<file path="src/rtl/therm_pkg.sv">
package therm_pkg;
  localparam int NUM_CH  = 7;
  localparam int CODE_W  = 9;
  localparam int CHAN_W  = $clog2(NUM_CH);
  localparam int PER_W   = 16;
  localparam int DEB_W   = 4;
  localparam int ADDR_W  = 8;
  localparam int DATA_W  = 32;
  localparam int MASK_SH = 16;
  localparam int IDX_W   = 4;

  localparam int BIT_RUN = 0;
  localparam int BIT_POL = 8;

  localparam logic [ADDR_W-1:0] OFS_CTRL     = 8'h00;
  localparam logic [ADDR_W-1:0] OFS_SRC      = 8'h04;
  localparam logic [ADDR_W-1:0] OFS_IRQEN    = 8'h08;
  localparam logic [ADDR_W-1:0] OFS_RGPIO    = 8'h0C;
  localparam logic [ADDR_W-1:0] OFS_RCLK     = 8'h10;
  localparam logic [ADDR_W-1:0] OFS_IRQPEND  = 8'h14;
  localparam logic [ADDR_W-1:0] OFS_SHUTPEND = 8'h18;
  localparam logic [ADDR_W-1:0] OFS_PER      = 8'h1C;
  localparam logic [ADDR_W-1:0] OFS_PERHOT   = 8'h20;
  localparam logic [ADDR_W-1:0] OFS_DEBA     = 8'h24;
  localparam logic [ADDR_W-1:0] OFS_DEBS     = 8'h28;

  // upper address bits select a per-channel bank
  localparam logic [1:0] BANK_CTL  = 2'b00;
  localparam logic [1:0] BANK_DATA = 2'b01;
  localparam logic [1:0] BANK_ALVL = 2'b10;
  localparam logic [1:0] BANK_SLVL = 2'b11;

  localparam logic [PER_W-1:0]  PERIOD_RST = PER_W'(5000);
  localparam logic [DEB_W-1:0]  DEB_RST    = DEB_W'(4);
  localparam logic [CODE_W-1:0] LEVEL_RST  = {CODE_W{1'b1}};

  typedef struct packed {
    logic              sampleStb;
    logic [CHAN_W-1:0] chan;
  } scanStb_t;
endpackage

</file>
<file path="src/rtl/therm_ctrl.sv">
module therm_ctrl
  import therm_pkg::*;
(
  input  logic              clk,
  input  logic              rstN,
  input  logic              runEn,
  input  logic              hotMode,
  input  logic [PER_W-1:0]  periodNorm,
  input  logic [PER_W-1:0]  periodHot,
  input  logic              convValid,
  output logic              convReq,
  output logic [CHAN_W-1:0] convChan,
  output scanStb_t          stb
);
  typedef enum logic [0:0] {ST_WAIT, ST_CONV} state_t;

  state_t            state;
  logic [PER_W-1:0]  waitCnt;
  logic [CHAN_W-1:0] chanQ;
  logic [PER_W-1:0]  periodSel;
  logic [PER_W:0]    waitNext;
  logic              waitDone;
  logic              lastChan;
  logic              accept;

  assign periodSel = hotMode ? periodHot : periodNorm;
  assign waitNext  = {1'b0, waitCnt} + {{PER_W{1'b0}}, 1'b1};
  assign waitDone  = waitNext >= {1'b0, periodSel};
  assign lastChan  = chanQ == CHAN_W'(NUM_CH - 1);
  assign convReq   = runEn && (state == ST_CONV);
  assign convChan  = chanQ;
  assign accept    = convReq && convValid;

  assign stb.sampleStb = accept;
  assign stb.chan      = chanQ;

  always_ff @(posedge clk or negedge rstN) begin
    if (!rstN) begin
      state   <= ST_WAIT;
      waitCnt <= '0;
      chanQ   <= '0;
    end else if (!runEn) begin
      state   <= ST_WAIT;
      waitCnt <= '0;
      chanQ   <= '0;
    end else begin
      case (state)
        ST_WAIT: begin
          if (waitDone) begin
            state   <= ST_CONV;
            waitCnt <= '0;
            chanQ   <= '0;
          end else begin
            waitCnt <= waitNext[PER_W-1:0];
          end
        end
        ST_CONV: begin
          if (accept) begin
            if (lastChan) begin
              state <= ST_WAIT;
              chanQ <= '0;
            end else begin
              chanQ <= chanQ + CHAN_W'(1);
            end
          end
        end
        default: state <= ST_WAIT;
      endcase
    end
  end
endmodule

</file>
<file path="src/rtl/therm_dp.sv">
module therm_dp
  import therm_pkg::*;
(
  input  logic              clk,
  input  logic              rstN,
  input  logic              busSel,
  input  logic              busWr,
  input  logic [ADDR_W-1:0] busAddr,
  input  logic [DATA_W-1:0] busWdata,
  output logic [DATA_W-1:0] busRdata,
  input  scanStb_t          stb,
  input  logic [CODE_W-1:0] convCode,
  output logic              runEn,
  output logic              hotMode,
  output logic [PER_W-1:0]  periodNorm,
  output logic [PER_W-1:0]  periodHot,
  output logic              alarmIrq,
  output logic              shutGpio,
  output logic              shutClk
);
  logic              ctrlPol;
  logic [NUM_CH-1:0] srcEn, irqEn, routeGpio, routeClk;
  logic [NUM_CH-1:0] irqPend, shutPend;
  logic [NUM_CH-1:0] aFire, sFire;
  logic [DEB_W-1:0]  debAlarm, debShut;

  logic [NUM_CH*CODE_W-1:0] dataFlat, aLvlFlat, sLvlFlat;

  logic              wrEn;
  logic [1:0]        bank;
  logic [IDX_W-1:0]  chIdx;
  logic              chIdxOk;
  logic [NUM_CH-1:0] wrVal, wrMask;

  logic unusedWdata;
  assign unusedWdata = ^{busWdata[DATA_W-1:BIT_POL+MASK_SH+1],
                         busWdata[BIT_POL+MASK_SH-1:MASK_SH+NUM_CH]};

  assign wrEn    = busSel && busWr;
  assign bank    = busAddr[ADDR_W-1:ADDR_W-2];
  assign chIdx   = busAddr[IDX_W+1:2];
  assign chIdxOk = chIdx < IDX_W'(NUM_CH);
  assign wrVal   = busWdata[NUM_CH-1:0];
  assign wrMask  = busWdata[MASK_SH+NUM_CH-1:MASK_SH];

  function automatic logic [NUM_CH-1:0] maskedUpd(input logic [NUM_CH-1:0] oldV,
                                                  input logic [NUM_CH-1:0] newV,
                                                  input logic [NUM_CH-1:0] msk);
    return (oldV & ~msk) | (newV & msk);
  endfunction

  // control and configuration registers
  always_ff @(posedge clk or negedge rstN) begin
    if (!rstN) begin
      runEn      <= 1'b0;
      ctrlPol    <= 1'b0;
      srcEn      <= '0;
      irqEn      <= '0;
      routeGpio  <= '0;
      routeClk   <= '0;
      periodNorm <= PERIOD_RST;
      periodHot  <= PERIOD_RST;
      debAlarm   <= DEB_RST;
      debShut    <= DEB_RST;
    end else if (wrEn) begin
      case (busAddr)
        OFS_CTRL: begin
          if (busWdata[BIT_RUN+MASK_SH]) runEn   <= busWdata[BIT_RUN];
          if (busWdata[BIT_POL+MASK_SH]) ctrlPol <= busWdata[BIT_POL];
        end
        OFS_SRC:    srcEn      <= maskedUpd(srcEn, wrVal, wrMask);
        OFS_IRQEN:  irqEn      <= maskedUpd(irqEn, wrVal, wrMask);
        OFS_RGPIO:  routeGpio  <= maskedUpd(routeGpio, wrVal, wrMask);
        OFS_RCLK:   routeClk   <= maskedUpd(routeClk, wrVal, wrMask);
        OFS_PER:    periodNorm <= busWdata[PER_W-1:0];
        OFS_PERHOT: periodHot  <= busWdata[PER_W-1:0];
        OFS_DEBA:   debAlarm   <= busWdata[DEB_W-1:0];
        OFS_DEBS:   debShut    <= busWdata[DEB_W-1:0];
        default: ;
      endcase
    end
  end

  // per-channel data, levels and debounce counters
  for (genvar n = 0; n < NUM_CH; n++) begin : g_ch
    logic              hit, overA, overS;
    logic              wrALvl, wrSLvl;
    logic [CODE_W-1:0] dataQ, aLvlQ, sLvlQ;
    logic [DEB_W-1:0]  aCntQ, sCntQ, aCntD, sCntD;

    assign hit    = stb.sampleStb && (stb.chan == CHAN_W'(n));
    assign overA  = convCode >= aLvlQ;
    assign overS  = convCode >= sLvlQ;
    assign wrALvl = wrEn && (bank == BANK_ALVL) && (chIdx == IDX_W'(n));
    assign wrSLvl = wrEn && (bank == BANK_SLVL) && (chIdx == IDX_W'(n));

    assign aCntD = !overA ? '0 : (aCntQ >= debAlarm) ? aCntQ : aCntQ + DEB_W'(1);
    assign sCntD = !overS ? '0 : (sCntQ >= debShut)  ? sCntQ : sCntQ + DEB_W'(1);

    assign aFire[n] = hit && overA && (aCntD >= debAlarm);
    assign sFire[n] = hit && overS && (sCntD >= debShut);

    assign dataFlat[n*CODE_W +: CODE_W] = dataQ;
    assign aLvlFlat[n*CODE_W +: CODE_W] = aLvlQ;
    assign sLvlFlat[n*CODE_W +: CODE_W] = sLvlQ;

    always_ff @(posedge clk or negedge rstN) begin
      if (!rstN) begin
        dataQ <= '0;
        aLvlQ <= LEVEL_RST;
        sLvlQ <= LEVEL_RST;
        aCntQ <= '0;
        sCntQ <= '0;
      end else begin
        if (hit) begin
          dataQ <= convCode;
          aCntQ <= aCntD;
          sCntQ <= sCntD;
        end
        if (wrALvl) aLvlQ <= busWdata[CODE_W-1:0];
        if (wrSLvl) sLvlQ <= busWdata[CODE_W-1:0];
      end
    end
  end

  // pending registers: a new event wins over a clear in the same cycle
  logic [NUM_CH-1:0] irqClr, shutClr;
  assign irqClr  = (wrEn && busAddr == OFS_IRQPEND)  ? wrVal : '0;
  assign shutClr = (wrEn && busAddr == OFS_SHUTPEND) ? wrVal : '0;

  always_ff @(posedge clk or negedge rstN) begin
    if (!rstN) begin
      irqPend  <= '0;
      shutPend <= '0;
    end else begin
      irqPend  <= (irqPend  & ~irqClr)  | (aFire & irqEn);
      shutPend <= (shutPend & ~shutClr) | (sFire & srcEn);
    end
  end

  logic gpioAct, clkAct;
  assign gpioAct  = |(shutPend & routeGpio);
  assign clkAct   = |(shutPend & routeClk);
  assign shutGpio = ctrlPol ? gpioAct : ~gpioAct;
  assign shutClk  = ctrlPol ? clkAct  : ~clkAct;
  assign alarmIrq = |irqPend;
  assign hotMode  = |irqPend;

  // read path
  always_comb begin
    busRdata = '0;
    if (bank == BANK_CTL) begin
      case (busAddr)
        OFS_CTRL: begin
          busRdata[BIT_RUN] = runEn;
          busRdata[BIT_POL] = ctrlPol;
        end
        OFS_SRC:      busRdata[NUM_CH-1:0] = srcEn;
        OFS_IRQEN:    busRdata[NUM_CH-1:0] = irqEn;
        OFS_RGPIO:    busRdata[NUM_CH-1:0] = routeGpio;
        OFS_RCLK:     busRdata[NUM_CH-1:0] = routeClk;
        OFS_IRQPEND:  busRdata[NUM_CH-1:0] = irqPend;
        OFS_SHUTPEND: busRdata[NUM_CH-1:0] = shutPend;
        OFS_PER:      busRdata[PER_W-1:0]  = periodNorm;
        OFS_PERHOT:   busRdata[PER_W-1:0]  = periodHot;
        OFS_DEBA:     busRdata[DEB_W-1:0]  = debAlarm;
        OFS_DEBS:     busRdata[DEB_W-1:0]  = debShut;
        default: ;
      endcase
    end else if (chIdxOk) begin
      case (bank)
        BANK_DATA: busRdata[CODE_W-1:0] = dataFlat[chIdx*CODE_W +: CODE_W];
        BANK_ALVL: busRdata[CODE_W-1:0] = aLvlFlat[chIdx*CODE_W +: CODE_W];
        BANK_SLVL: busRdata[CODE_W-1:0] = sLvlFlat[chIdx*CODE_W +: CODE_W];
        default: ;
      endcase
    end
  end
endmodule

</file>
<file path="src/rtl/therm_guard.sv">
module therm_guard
  import therm_pkg::*;
(
  input  logic              clk,
  input  logic              rstN,
  input  logic              busSel,
  input  logic              busWr,
  input  logic [ADDR_W-1:0] busAddr,
  input  logic [DATA_W-1:0] busWdata,
  output logic [DATA_W-1:0] busRdata,
  output logic              convReq,
  output logic [CHAN_W-1:0] convChan,
  input  logic              convValid,
  input  logic [CODE_W-1:0] convCode,
  output logic              alarmIrq,
  output logic              shutGpio,
  output logic              shutClk
);
  scanStb_t         stb;
  logic             runEn, hotMode;
  logic [PER_W-1:0] periodNorm, periodHot;

  therm_ctrl ctrl_i (
    .clk        (clk),
    .rstN       (rstN),
    .runEn      (runEn),
    .hotMode    (hotMode),
    .periodNorm (periodNorm),
    .periodHot  (periodHot),
    .convValid  (convValid),
    .convReq    (convReq),
    .convChan   (convChan),
    .stb        (stb)
  );

  therm_dp dp_i (
    .clk        (clk),
    .rstN       (rstN),
    .busSel     (busSel),
    .busWr      (busWr),
    .busAddr    (busAddr),
    .busWdata   (busWdata),
    .busRdata   (busRdata),
    .stb        (stb),
    .convCode   (convCode),
    .runEn      (runEn),
    .hotMode    (hotMode),
    .periodNorm (periodNorm),
    .periodHot  (periodHot),
    .alarmIrq   (alarmIrq),
    .shutGpio   (shutGpio),
    .shutClk    (shutClk)
  );
endmodule

</file>
<file path="config.mk">
export PLATFORM = sky130hd
export DESIGN_NAME = therm_guard
export DESIGN_NICKNAME = d
export VERILOG_FILES = /design/src/rtl/therm_pkg.sv /design/src/rtl/therm_ctrl.sv /design/src/rtl/therm_dp.sv /design/src/rtl/therm_guard.sv
export SDC_FILE = /design/constraint.sdc
export NUM_CORES = 1
export LEC_CHECK = 0
export CORE_UTILIZATION = 30
export DETAILED_ROUTE_END_ITERATION = 12
export PLACE_DENSITY_LB_ADDON = 0.15
export SLEW_MARGIN = 20
export SYNTH_ARGS = -nofsm -noshare
export SYNTH_HDL_FRONTEND = slang
export SYNTH_HIERARCHICAL = 1
export SYNTH_SLANG_ARGS = --single-unit
</file>
<file path="constraint.sdc">
create_clock -name clk -period 6.7 [get_ports clk]
set_clock_uncertainty 0.15 [all_clocks]
set_input_delay 0.67 -clock clk [delete_from_list [all_inputs] [get_ports clk]]
set_output_delay 0.67 -clock clk [all_outputs]
set_load 0.02 [all_outputs]
</file>
# Word-level counts from Yosys, hierarchy flattened
# Index checks and enable logic that the tools add are counted.
[op_classes]
n_lt_le_gt_ge = 44
n_bitwise = 23
n_addsub = 16
mul = 1
shift = 3
mux = 56
n_eq_ne = 28
n_reduce_logical = 74
n_div = 0
[ops]
columns = ["op", "n"]
rows = [
  ["63-bit by 9-bit variable part select with 9-bit output", 3],
  ["9-bit >= comparator", 14],
  ["4-bit >= comparator", 28],
  ["4-bit 2-to-1 mux", 28],
  ["7-bit AND", 11],
  ["16-bit 2-to-1 mux", 4],
  ["4-bit by 1-bit adder with 4-bit output (second input constant)", 14],
  ["1-bit logical AND", 56],
  ["7-bit OR", 6],
  ["8-bit by 5-bit == test with 1-bit output (second input constant)", 4],
  ["3-bit case mux with 10 select lines", 1],
  ["9-bit case mux with 3 select lines", 1],
  ["8-bit by 6-bit == test with 1-bit output (second input constant)", 3],
  ["3-bit case mux with 8 select lines", 1],
  ["7-bit 2-to-1 mux", 3],
  ["7-bit inverter", 3],
  ["7-bit OR reduction", 3],
  ["9-bit 2-to-1 mux", 2],
  ["2-bit AND reduction", 9],
  ["16-bit by 1-bit adder with 17-bit output (second input constant)", 1],
  ["17-bit by 16-bit >= comparator with 1-bit output", 1],
  ["8-bit by 4-bit == test with 1-bit output (second input constant)", 2],
  ["7-bit case mux with 2 select lines", 1],
  ["4-bit by 3-bit == test with 1-bit output (second input constant)", 3],
  ["other kinds (25)", 43],
]
[totals]
word_cells = 295
mem_bits_rw = 0
romBits = 0
ff_bits = 349
latchBits = 0
inputBits = 54
mem_count = 0
output_inout_bits = 39

# Longest topological paths before layout
# Gate-level depths: netlist of the first run.
[depth]
word_depth = 7
mapped_depth = 14
depth_no_buf = 13

# Cells and area by module
# Netlist of the first run, hierarchy kept.
[by_module_without_submodules]
columns = ["mod", "cells_per_inst", "instances", "area_each_um2", "seq_area_each_um2"]
rows = [
  ["therm_dp", 2407, 1, 22729.3, 8405.6],
  ["therm_ctrl", 190, 1, 1789.2, 500.5],
]

# Worst setup path before layout of the first run
# Ideal clock, no wire load.
[synth_path]
path_type = "input port to flip-flop"
startpoint = "input port convCode[0]"
endpoint = "register dp_i.irqPend[1]"
path_slack_ps = 3185
stages = 13
setup_ps = 139
t_arrival_ps = 3226
required_time_ps = 6411
n_path_buf = 0
cell_sequence = "inv_1 ha_1 nor2b_1 o21ai_0 a221o_1 nor2_1 or2_2 ha_1 nand2b_1 a21o_1 a211o_1 o211ai_1 o31ai_1"
[synth_via]
elab_chain_cells = 6
word_cells_on_any_way = 7
classes_between = "order compare: 2; mux: 1; bitwise: 2; reduce/logical: 2"
[synth_rtl]
columns = ["item", "line", "text"]
rows = [
  ["start, declared", "therm_guard.sv:14", "input logic [CODE_W-1:0] convCode,"],
  ["9-bit >= comparator (*)", "therm_dp.sv:92", "assign overA = convCode >= aLvlQ;"],
  ["4-bit 2-to-1 mux", "therm_dp.sv:97", "assign aCntD = !overA ? '0 : (aCntQ >= debAlarm) ? aCntQ : aCntQ + DEB_W'(1);"],
  ["4-bit >= comparator", "therm_dp.sv:100", "assign aFire[n] = hit && overA && (aCntD >= debAlarm);"],
  ["1-bit logical AND (*)", "therm_dp.sv:100", ""],
  ["7-bit AND (*)", "therm_dp.sv:136", "irqPend <= (irqPend & ~irqClr) | (aFire & irqEn);"],
  ["7-bit OR (*)", "therm_dp.sv:136", ""],
  ["end signal, assigned", "therm_dp.sv:136", ""],
  ["end, declared", "therm_dp.sv:23", "logic [NUM_CH-1:0] irqPend, shutPend;"],
]
# Mark *: on every way between the ends. The rest lies on a longest branch, timed or not.
# A chain may end at the register's enable or synchronous reset.

# Worst setup path in the final report of the first run
[layout_path]
startpoint = "input port busAddr[4]"
endpoint = "output port busRdata[8]"
[layout_via]
elab_chain_cells = 5
word_cells_on_any_way = 12
classes_between = "mul: 1; order compare: 1; eq/ne: 2; shift: 3; mux: 4; reduce/logical: 1"
[layout_rtl]
columns = ["item", "line", "text"]
rows = [
  ["start, declared", "therm_guard.sv:8", "input logic [ADDR_W-1:0] busAddr,"],
  ["4-bit by 4-bit multiplier with 8-bit output", "therm_dp.sv:172, therm_dp.sv:173, therm_dp.sv:174", ""],
  ["63-bit by 9-bit variable part select with 9-bit output, on equally long branches", "therm_dp.sv:174, therm_dp.sv:172, therm_dp.sv:173", ""],
  ["9-bit case mux with 3 select lines", "therm_dp.sv:171", "case (bank)"],
  ["9-bit 2-to-1 mux", "therm_dp.sv:170", "end else if (chIdxOk) begin"],
  ["9-bit 2-to-1 mux (*)", "therm_dp.sv:152", "if (bank == BANK_CTL) begin"],
  ["end, declared", "therm_guard.sv:10", "output logic [DATA_W-1:0] busRdata,"],
]
# Marked as above.

==> results by group, run 1 <==
CTS
  – CTS tree: built
  – Clk sinks: about 350
  – Max Root-Sink Buffers: 3
  – Later-pin clock latency in the skew report: 590 ps
  – CTS Buf Count: 44
  – Post-CTS setup buffers: 0
  – H-tree Lvls: 2
  – CTS-repair resized insts: 0
  – Clock slew at reported path FFs: 60 ps
  – CTS Hold Buffers Added: 0
  – Clock Tree Root: clkbuf_16

Pwr
  – Switching fraction of total power: ~29%
  – Clock share of power: ~43%
  – Leakage Power: 12.8 nW
  – Sequential power share: between 40% and 50%
  – P_sw: approximately 0.0017 W
  – PD cells: ~210 nW/µm²
  – Combinational cell fraction of total power: 17.2%
  – Int Pwr: 0.00417 W
  – Max IR drop VDD: 0.000170 V

STA
  – Hold slack: 50.8 ps
  – Final Cycle Share: 77.9%
  – Peak Freq: 0.192 GHz
  – Tmin final: between 5000 and 6000 ps
  – Least-Margin Pin Slew: 1140 ps
  – Slew Limit Fails: 0
  – Final setup vio count: 0
  – Final Hold Viols: 0
  – RSZ-0062 raised after global routing: no
  – Fin Setup TNS: 0 ps
  – Worst slew margin: 24.2%

Worst setup path
  – Worst path max stage delay: approximately 900 ps
  – R2R setup slack: about 2600 ps
  – Reg-to-reg endpoint: ctrl_i/waitCnt[11]
  – Top cell by count, worst path: clkdlybuf4s50_1
  – Crit-path cells: clkdlybuf4s50_1 > nor2b_1 > nand2_1 > nor2_1 > a21oi_1 > nand4_1 > clkdlybuf4s50_1
  – Crit path max-delay family: simple AND/OR/NAND/NOR gates
  – Buf/Inv on CP: 2
  – Critical Path AT: 4400 ps
  – Setup CP Type: in2out
  – Reg2Reg Depth: 9
  – FF-to-FF Start: dp_i/irqPend[2]
  – Slowest cell on crit path: nor2_1
  – Critical path peak fanout: 11
  – Startpoint Class: primary input
  – Crit. End Element: primary output
  – WP data required: 5880 ps

Cells and area
  – Commonest non-fill, non-tap cell in the layout: nand2_1
  – Final-layout fill cell count: 8225
  – Nets: a little under 3000
  – Commonest non-fill, non-tap cells in the layout: 388 x nand2_1, 269 x ha_1, 211 x dfrtp_1, 179 x o21ai_0, 165 x inv_1
  – Finished Core Util: 34.6%
  – Share of cells above drive strength 1: 19.5%
  – P&R area growth vs syn: 13.7%

Synth
  – Synth Warn #: 6
  – Yosys cell types: 87
  – Ys flop type: dfrtp_1
  – Post-synthesis instance total: ~2600
  – Async SR Flop Fraction: 100%
  – Post-synth top area share: roughly 22%
  – Synth Cell Area: roughly 25000 µm²
  – Register bit total from synthesis: 349
  – Number of enable flip-flop cells after synthesis: 0
  – Area contributors post-synth: dfrtp_1 22%, dfstp_2 15%, ha_1 14%, mux2_2 7.3%, nand2_1 6.0%
  – Synth area leader: dfrtp_1
  – Mapped Avg Cell Area: 9.44 µm²
  – Seq/Total Area, Yosys: 36.3%

Routing
  – DR WL/cell: 21.8 µm
  – Via count: 20000
  – DRC: 12
  – Initial DRC count: about 1300
  – Antenna Nets Post-Route: 0
  – Vias per std cell: 5.33
  – Pre-antenna DRT Iters: 9
  – Drt total wl: between 80000 and 90000 µm

GRT
  – Number of global-route vias before repair: roughly 20000
  – GR Overflow Total: 0
  – Overall routing resource usage: 19.7%
  – Largest net degree at the start of global routing: between 150 and 200
  – Antenna violations before repair: 1
  – First-pass GRT wire length: roughly 120000 µm

Place
  – RePlAce Congestion: 0.854
  – Port Buffers: 68
  – HPWL Detailed: 57600 µm

Run status
  – Outcome: finished, violations left
  – Failing checks: design-rule violations

Floorplan
  – Num rows: 104
  – Initial Utilization: 30.4%
  – Die extent in x: ~290 µm
  – Core ar.: 80700 µm²
  – I/O pin total: 93
  – Die area: ~83000 µm²
  – DIE HEIGHT: 288 µm

Hold path
  – Min-delay worst type: in2async

Run
  – Total of max-cap violations: 0
==> area by class of cell <==
| type | instances | area [µm²] | area share (%) |
|---|---|---|---|
| antenna | 1 | 2.50 | 0.00898 |
| clock buffer | 60 | 1250 | 4.49 |
| clock inverter | 22 | 251 | 0.902 |
| inverter | 165 | 619 | 2.22 |
| multi-input combinational | 1971 | 14400 | 51.8 |
| sequential | 349 | 8910 | 31.9 |
| tap | 1060 | 1330 | 4.76 |
| timing repair buffer | 124 | 1080 | 3.87 |
==> worst reg2reg max path, stage by stage (launching register included) <==
cell,delay (ps)
dfrtp_1,450
nor4_1,510
nand2_2,530
mux2i_1,580
ha_1,330
and4_1,220
a32oi_1,610
buf_2,320
a41oi_1,130
mux2i_1,210
==> Yosys cell counts (24+ instances only) <==
cell and count:
nand4_1 35, mux2_2 158, nand2b_1 43, a21o_1 35, a22oi_1 27, xnor2_1 37, buf_4 29, nand3_1 34
inv_1 165, clkbuf_1 65, nor3_1 30, o211ai_1 74, buf_2 27, dfrtp_1 211, ha_1 269, mux2i_1 62
nand2_1 389, dfstp_2 138, o21ai_0 179, a21oi_1 81, or2_2 24, nor2_1 148
==> through the flow <==
step	instances	setup WS, ps	area, µm²	total power [W]
after global placement	3668	1610	26400	0.00339
final	3752	1480	27900	0.00591
after CTS	3750	1520	27900	0.00599
after floorplan	2612	3180	24600	0.00302
after detailed placement	3668	1530	26400	0.00342
after global routing	3751	1430	27900	0.00619
==> how the worst max path moves through the flow <==
| stage | from | end | slack (ps) | cells after the start |
|---|---|---|---|---|
| 5_1_grt | busAddr[4] | busRdata[8] | 1430 | 7 |
| 3_3_place_gp | busAddr[4] | busRdata[8] | 1610 | 7 |
| 6_report | busAddr[4] | busRdata[8] | 1480 | 7 |
| 3_5_place_dp | busAddr[4] | busRdata[8] | 1530 | 7 |
| 2_1_floorplan | convCode[0] | dp_i/irqPend[1] | 3180 | 13 |
| 4_1_cts | busAddr[4] | busRdata[8] | 1520 | 7 |
==> layer usage <==
layer | track usage, % | share of wire, % | vias up | wire length, µm
met1 | 27.3 | 47 | 10000 | 38800
met5 | 0 | 0 | - | 0
li1 | - | - | 9440 | -
met4 | 5.33 | 2.5 | 0 | 2020
met2 | 32.3 | 46 | 437 | 37700
met3 | 2.30 | 4.0 | 104 | 3310
==> sequential cells by signal, indices dropped and copies added, names as in the netlist, named ones only <==
signal           flops
dp_i/g_ch.aLvlQ     63
dp_i/g_ch.dataQ     63
dp_i/g_ch.sLvlQ     63
dp_i/g_ch.aCntQ     28
dp_i/g_ch.sCntQ     28
ctrl_i/waitCnt      16
dp_i/periodHot      16
dp_i/periodNorm     16
dp_i/irqPend         7
dp_i/shutPend        7
dp_i/debAlarm        4
dp_i/debShut         4
ctrl_i/convChan      3
ctrl_i/state         1
dp_i/ctrlPol         1
dp_i/runEn           1
==> logic make-up after synthesis <==
family | count (synthesis) | share of synthesized area, %
other | 1 | 0.0153
muxes | 237 | 11.0
DFF | 349 | 36.3
AOI/OAI and AO/OA | 590 | 16.4
adders and majority gates | 269 | 13.7
and+or+nand+nor | 804 | 15.4
buffers and inverters | 292 | 5.17
xor gates and xnor gates | 55 | 1.96
==> power groups by stage <==
stage,Clock (W),Combinational (W),Sequential [W]
2_1_floorplan,0,0.000656,0.00236
3_3_place_gp,0,0.00100,0.00239
3_5_place_dp,0,0.00102,0.00240
4_1_cts,0.00261,0.00102,0.00236
5_1_grt,0.00267,0.00115,0.00238
6_report,0.00253,0.00102,0.00236
No activity file was read; power rests on OpenSTA's default activity.
==> run 2: changes to the inputs <==
- clock period: 6.7 -> 5.1 ns (I/O delays scaled with it)
==> run 2 against run 1 <==
Net effect:
- the run still ends with design-rule violations left
- final cell count rose by 1.0%
- utilization increased by 0.32 points
- flip-flop and latch count did not move
- clock-buffer cell count increased by 7
- sequential power is 31% higher
- clock power up 26%
- critical path depth grew 1
- via count up 1.4%
- die area is the same
- critical endpoint is now busRdata[1]
- highest routed layer is now met5
- sequential share of layout area shrank 0.29 points
- non-clock buffer count up 39
==> results by group, run 2 (synthesis gave the netlist of run 1 again) <==
Cells and area
  – Commonest non-fill, non-tap cell in the layout: nand2_1
  – Largest regs: dp_i/g_ch.aLvlQ: 63 flops, dp_i/g_ch.dataQ: 63 flops, dp_i/g_ch.sLvlQ: 63 flops
  – Commonest non-fill, non-tap cells in the layout: 389 x nand2_1, 269 x ha_1, 211 x dfrtp_1, 179 x o21ai_0, 165 x inv_1
  – Nets: 3017 (+1.3%)
  – Antenna Cells: 0 (-1)
  – Final-layout fill cell count: 8232 (+0.085%)
  – Share of cells above drive strength 1: 20.2% (+0.67 points)
  – P&R area growth vs syn: 14.7%
  – Fin cells: 3790 (+1.0%)

Worst setup path
  – WP data required: 4440 ps (-1440 ps)
  – Crit. End Element: primary output
  – Critical path peak fanout: 26 (+15)
  – Critical Path AT: 3950 ps (-450 ps)
  – Setup CP Type: in2out
  – Startpoint Class: primary input

GRT
  – Largest net degree at the start of global routing: 113 (-35%)
  – First-pass GRT wire length: 126000 µm (+1.1%)
  – Number of global-route vias before repair: 20000 (+0.28%)
  – GR Overflow Total: 0 (unchanged)
  – Overall routing resource usage: 20.0% (+0.32 points)
  – Antenna violations before repair: 4 (+3)

STA
  – Final Cycle Share: between 90% and 100%
  – Hold slack: 324 ps (+273 ps)
  – Final setup vio count: 0 (unchanged)
  – Worst slew margin: 23.4% (-0.86 points)
  – Worst setup margin: 489 ps (-994 ps)
  – Tmin final: ~4600 ps
  – Least-Margin Pin Slew: 1150 ps (+9.26 ps)
  – Peak Freq: ~0.22 GHz
  – Slew Limit Fails: 0 (unchanged)
  – RSZ-0062 raised after global routing: no
  – Final Hold Viols: 0 (unchanged)
  – Fin Setup TNS: 0 ps (unchanged)

Floorplan
  – Die area: 82900 µm² (unchanged)
  – Initial Utilization: 30.4% (unchanged)
  – Die extent in x: 288 µm (unchanged)
  – Core ar.: 80700 µm² (unchanged)
  – DIE HEIGHT: 288 µm (unchanged)
  – I/O pin total: 93 (unchanged)
  – Num rows: 104 (unchanged)

Run status
  – Outcome: finished, violations left
  – Failing checks: design-rule violations

Pwr
  – Final Power: 0.00766 W (+30%)
  – Switching fraction of total power: 29.9% (+0.49 points)
  – PD cells: 272 nW/µm² (+28%)
  – Sequential power share: 40.5% (+0.5 points)
  – Clock share of power: 41.5% (-1.3 points)
  – Max IR drop VDD: 0.000229 V (+35%)
  – P_sw: 0.00229 W (+32%)
  – Leakage Power: 13.0 nW (+1.3%)
  – Combinational cell fraction of total power: 18.0% (+0.8 points)
  – Int Pwr: 0.00537 W (+29%)

Routing
  – Vias per std cell: 5.35 (+0.38%)
  – Via count: 20300 (+1.4%)
  – Pre-antenna DRT Iters: 10 (+1)
  – Drt total wl: 83300 µm (+1.9%)
  – DRC: 6 (-6)
  – Antenna Nets Post-Route: 0 (unchanged)
  – DR WL/cell: 22.0 µm (+0.86%)
  – Initial DRC count: 1489 (+16%)

CTS
  – CTS Hold Buffers Added: 1 (+1)
  – CTS Buf Count: 44 (unchanged)
  – Clock slew at reported path FFs: 60 ps (about the same)
  – Max Root-Sink Buffers: 3 (unchanged)
  – CTS tree: built
  – Post-CTS setup buffers: 0 (unchanged)
  – Later-pin clock latency in the skew report: 600 ps (about the same)
  – H-tree Lvls: 2 (unchanged)
  – Clk sinks: 349 (unchanged)
  – Clock Tree Root: clkbuf_16
  – CTS-repair resized insts: 0 (unchanged)

Hold path
  – Min-delay worst type: reg2reg

Place
  – HPWL Detailed: 59300 µm (+2.9%)
  – Port Buffers: 68 (unchanged)
  – Place WS: 551 ps (-980 ps)
  – RePlAce Congestion: 0.840 (-1.6%)
  – Placed insts: 3707 (+1.1%)

Run
  – Total of max-cap violations: 0 (unchanged)
-- run 2: final timing paths --
kind,cells after the start,slack (ps),from,to
max,8,490,busAddr[2],busRdata[1]
max in group asynchronous,3,3110,rstN,async pin
min,2,320,dp_i/g_ch[0].dataQ[1],dp_i/g_ch[0].dataQ[1]
min reg2reg,2,320,dp_i/g_ch[0].dataQ[1],dp_i/g_ch[0].dataQ[1]
max reg2reg,12,1290,dp_i/debAlarm[0],dp_i/irqPend[6]
min in group asynchronous,2,480,rstN,ctrl_i/waitCnt[9]
-- run 2: layout make-up --
cell class / instances / area [µm²] / area share (%)
multi-input cells: 1971 / 14400 / 51.2
flip-flops and latches: 349 / 8910 / 31.7
repair buffers: 163 / 1430 / 5.07
well taps: 1060 / 1330 / 4.71
clock buffers: 67 / 1280 / 4.54
inverters: 165 / 619 / 2.20
clock inverters: 15 / 160 / 0.569
-- run 2: power groups by stage --
stage	Combinational (W)	Clock, W	Sequential [W]
floorplan	0.000861	0	0.00311
global placement	0.00135	0	0.00314
detailed placement	0.00138	0	0.00315
CTS	0.00139	0.00328	0.00310
global route	0.00154	0.00337	0.00312
finish	0.00138	0.00318	0.00310
-- run 2: through the flow --
stage / utilization (%) / area, µm²
2_1_floorplan: - / 24600
3_3_place_gp: 33.1 / 26700
3_5_place_dp: 33.1 / 26700
4_1_cts: 34.9 / 28100
5_1_grt: 34.9 / 28100
6_report: 34.9 / 28100
-- run 2: worst max-delay path: stages --
cell and delay (ps):
buf_2 660, inv_1 550, nand3_1 380, o41ai_1 120, a311oi_1 700, buf_4 230, nand3b_1 150, clkdlybuf4s50_1 590
-- run 2: per-layer routing --
metal | vias up | GRT usage [%] | part of all wire (%)
met5 | - | 0 | 0.016
met4 | 2 | 5.41 | 2.3
met3 | 110 | 3.42 | 5.6
met2 | 542 | 32.1 | 46
met1 | 10100 | 27.7 | 47
li1 | 9530 | - | -
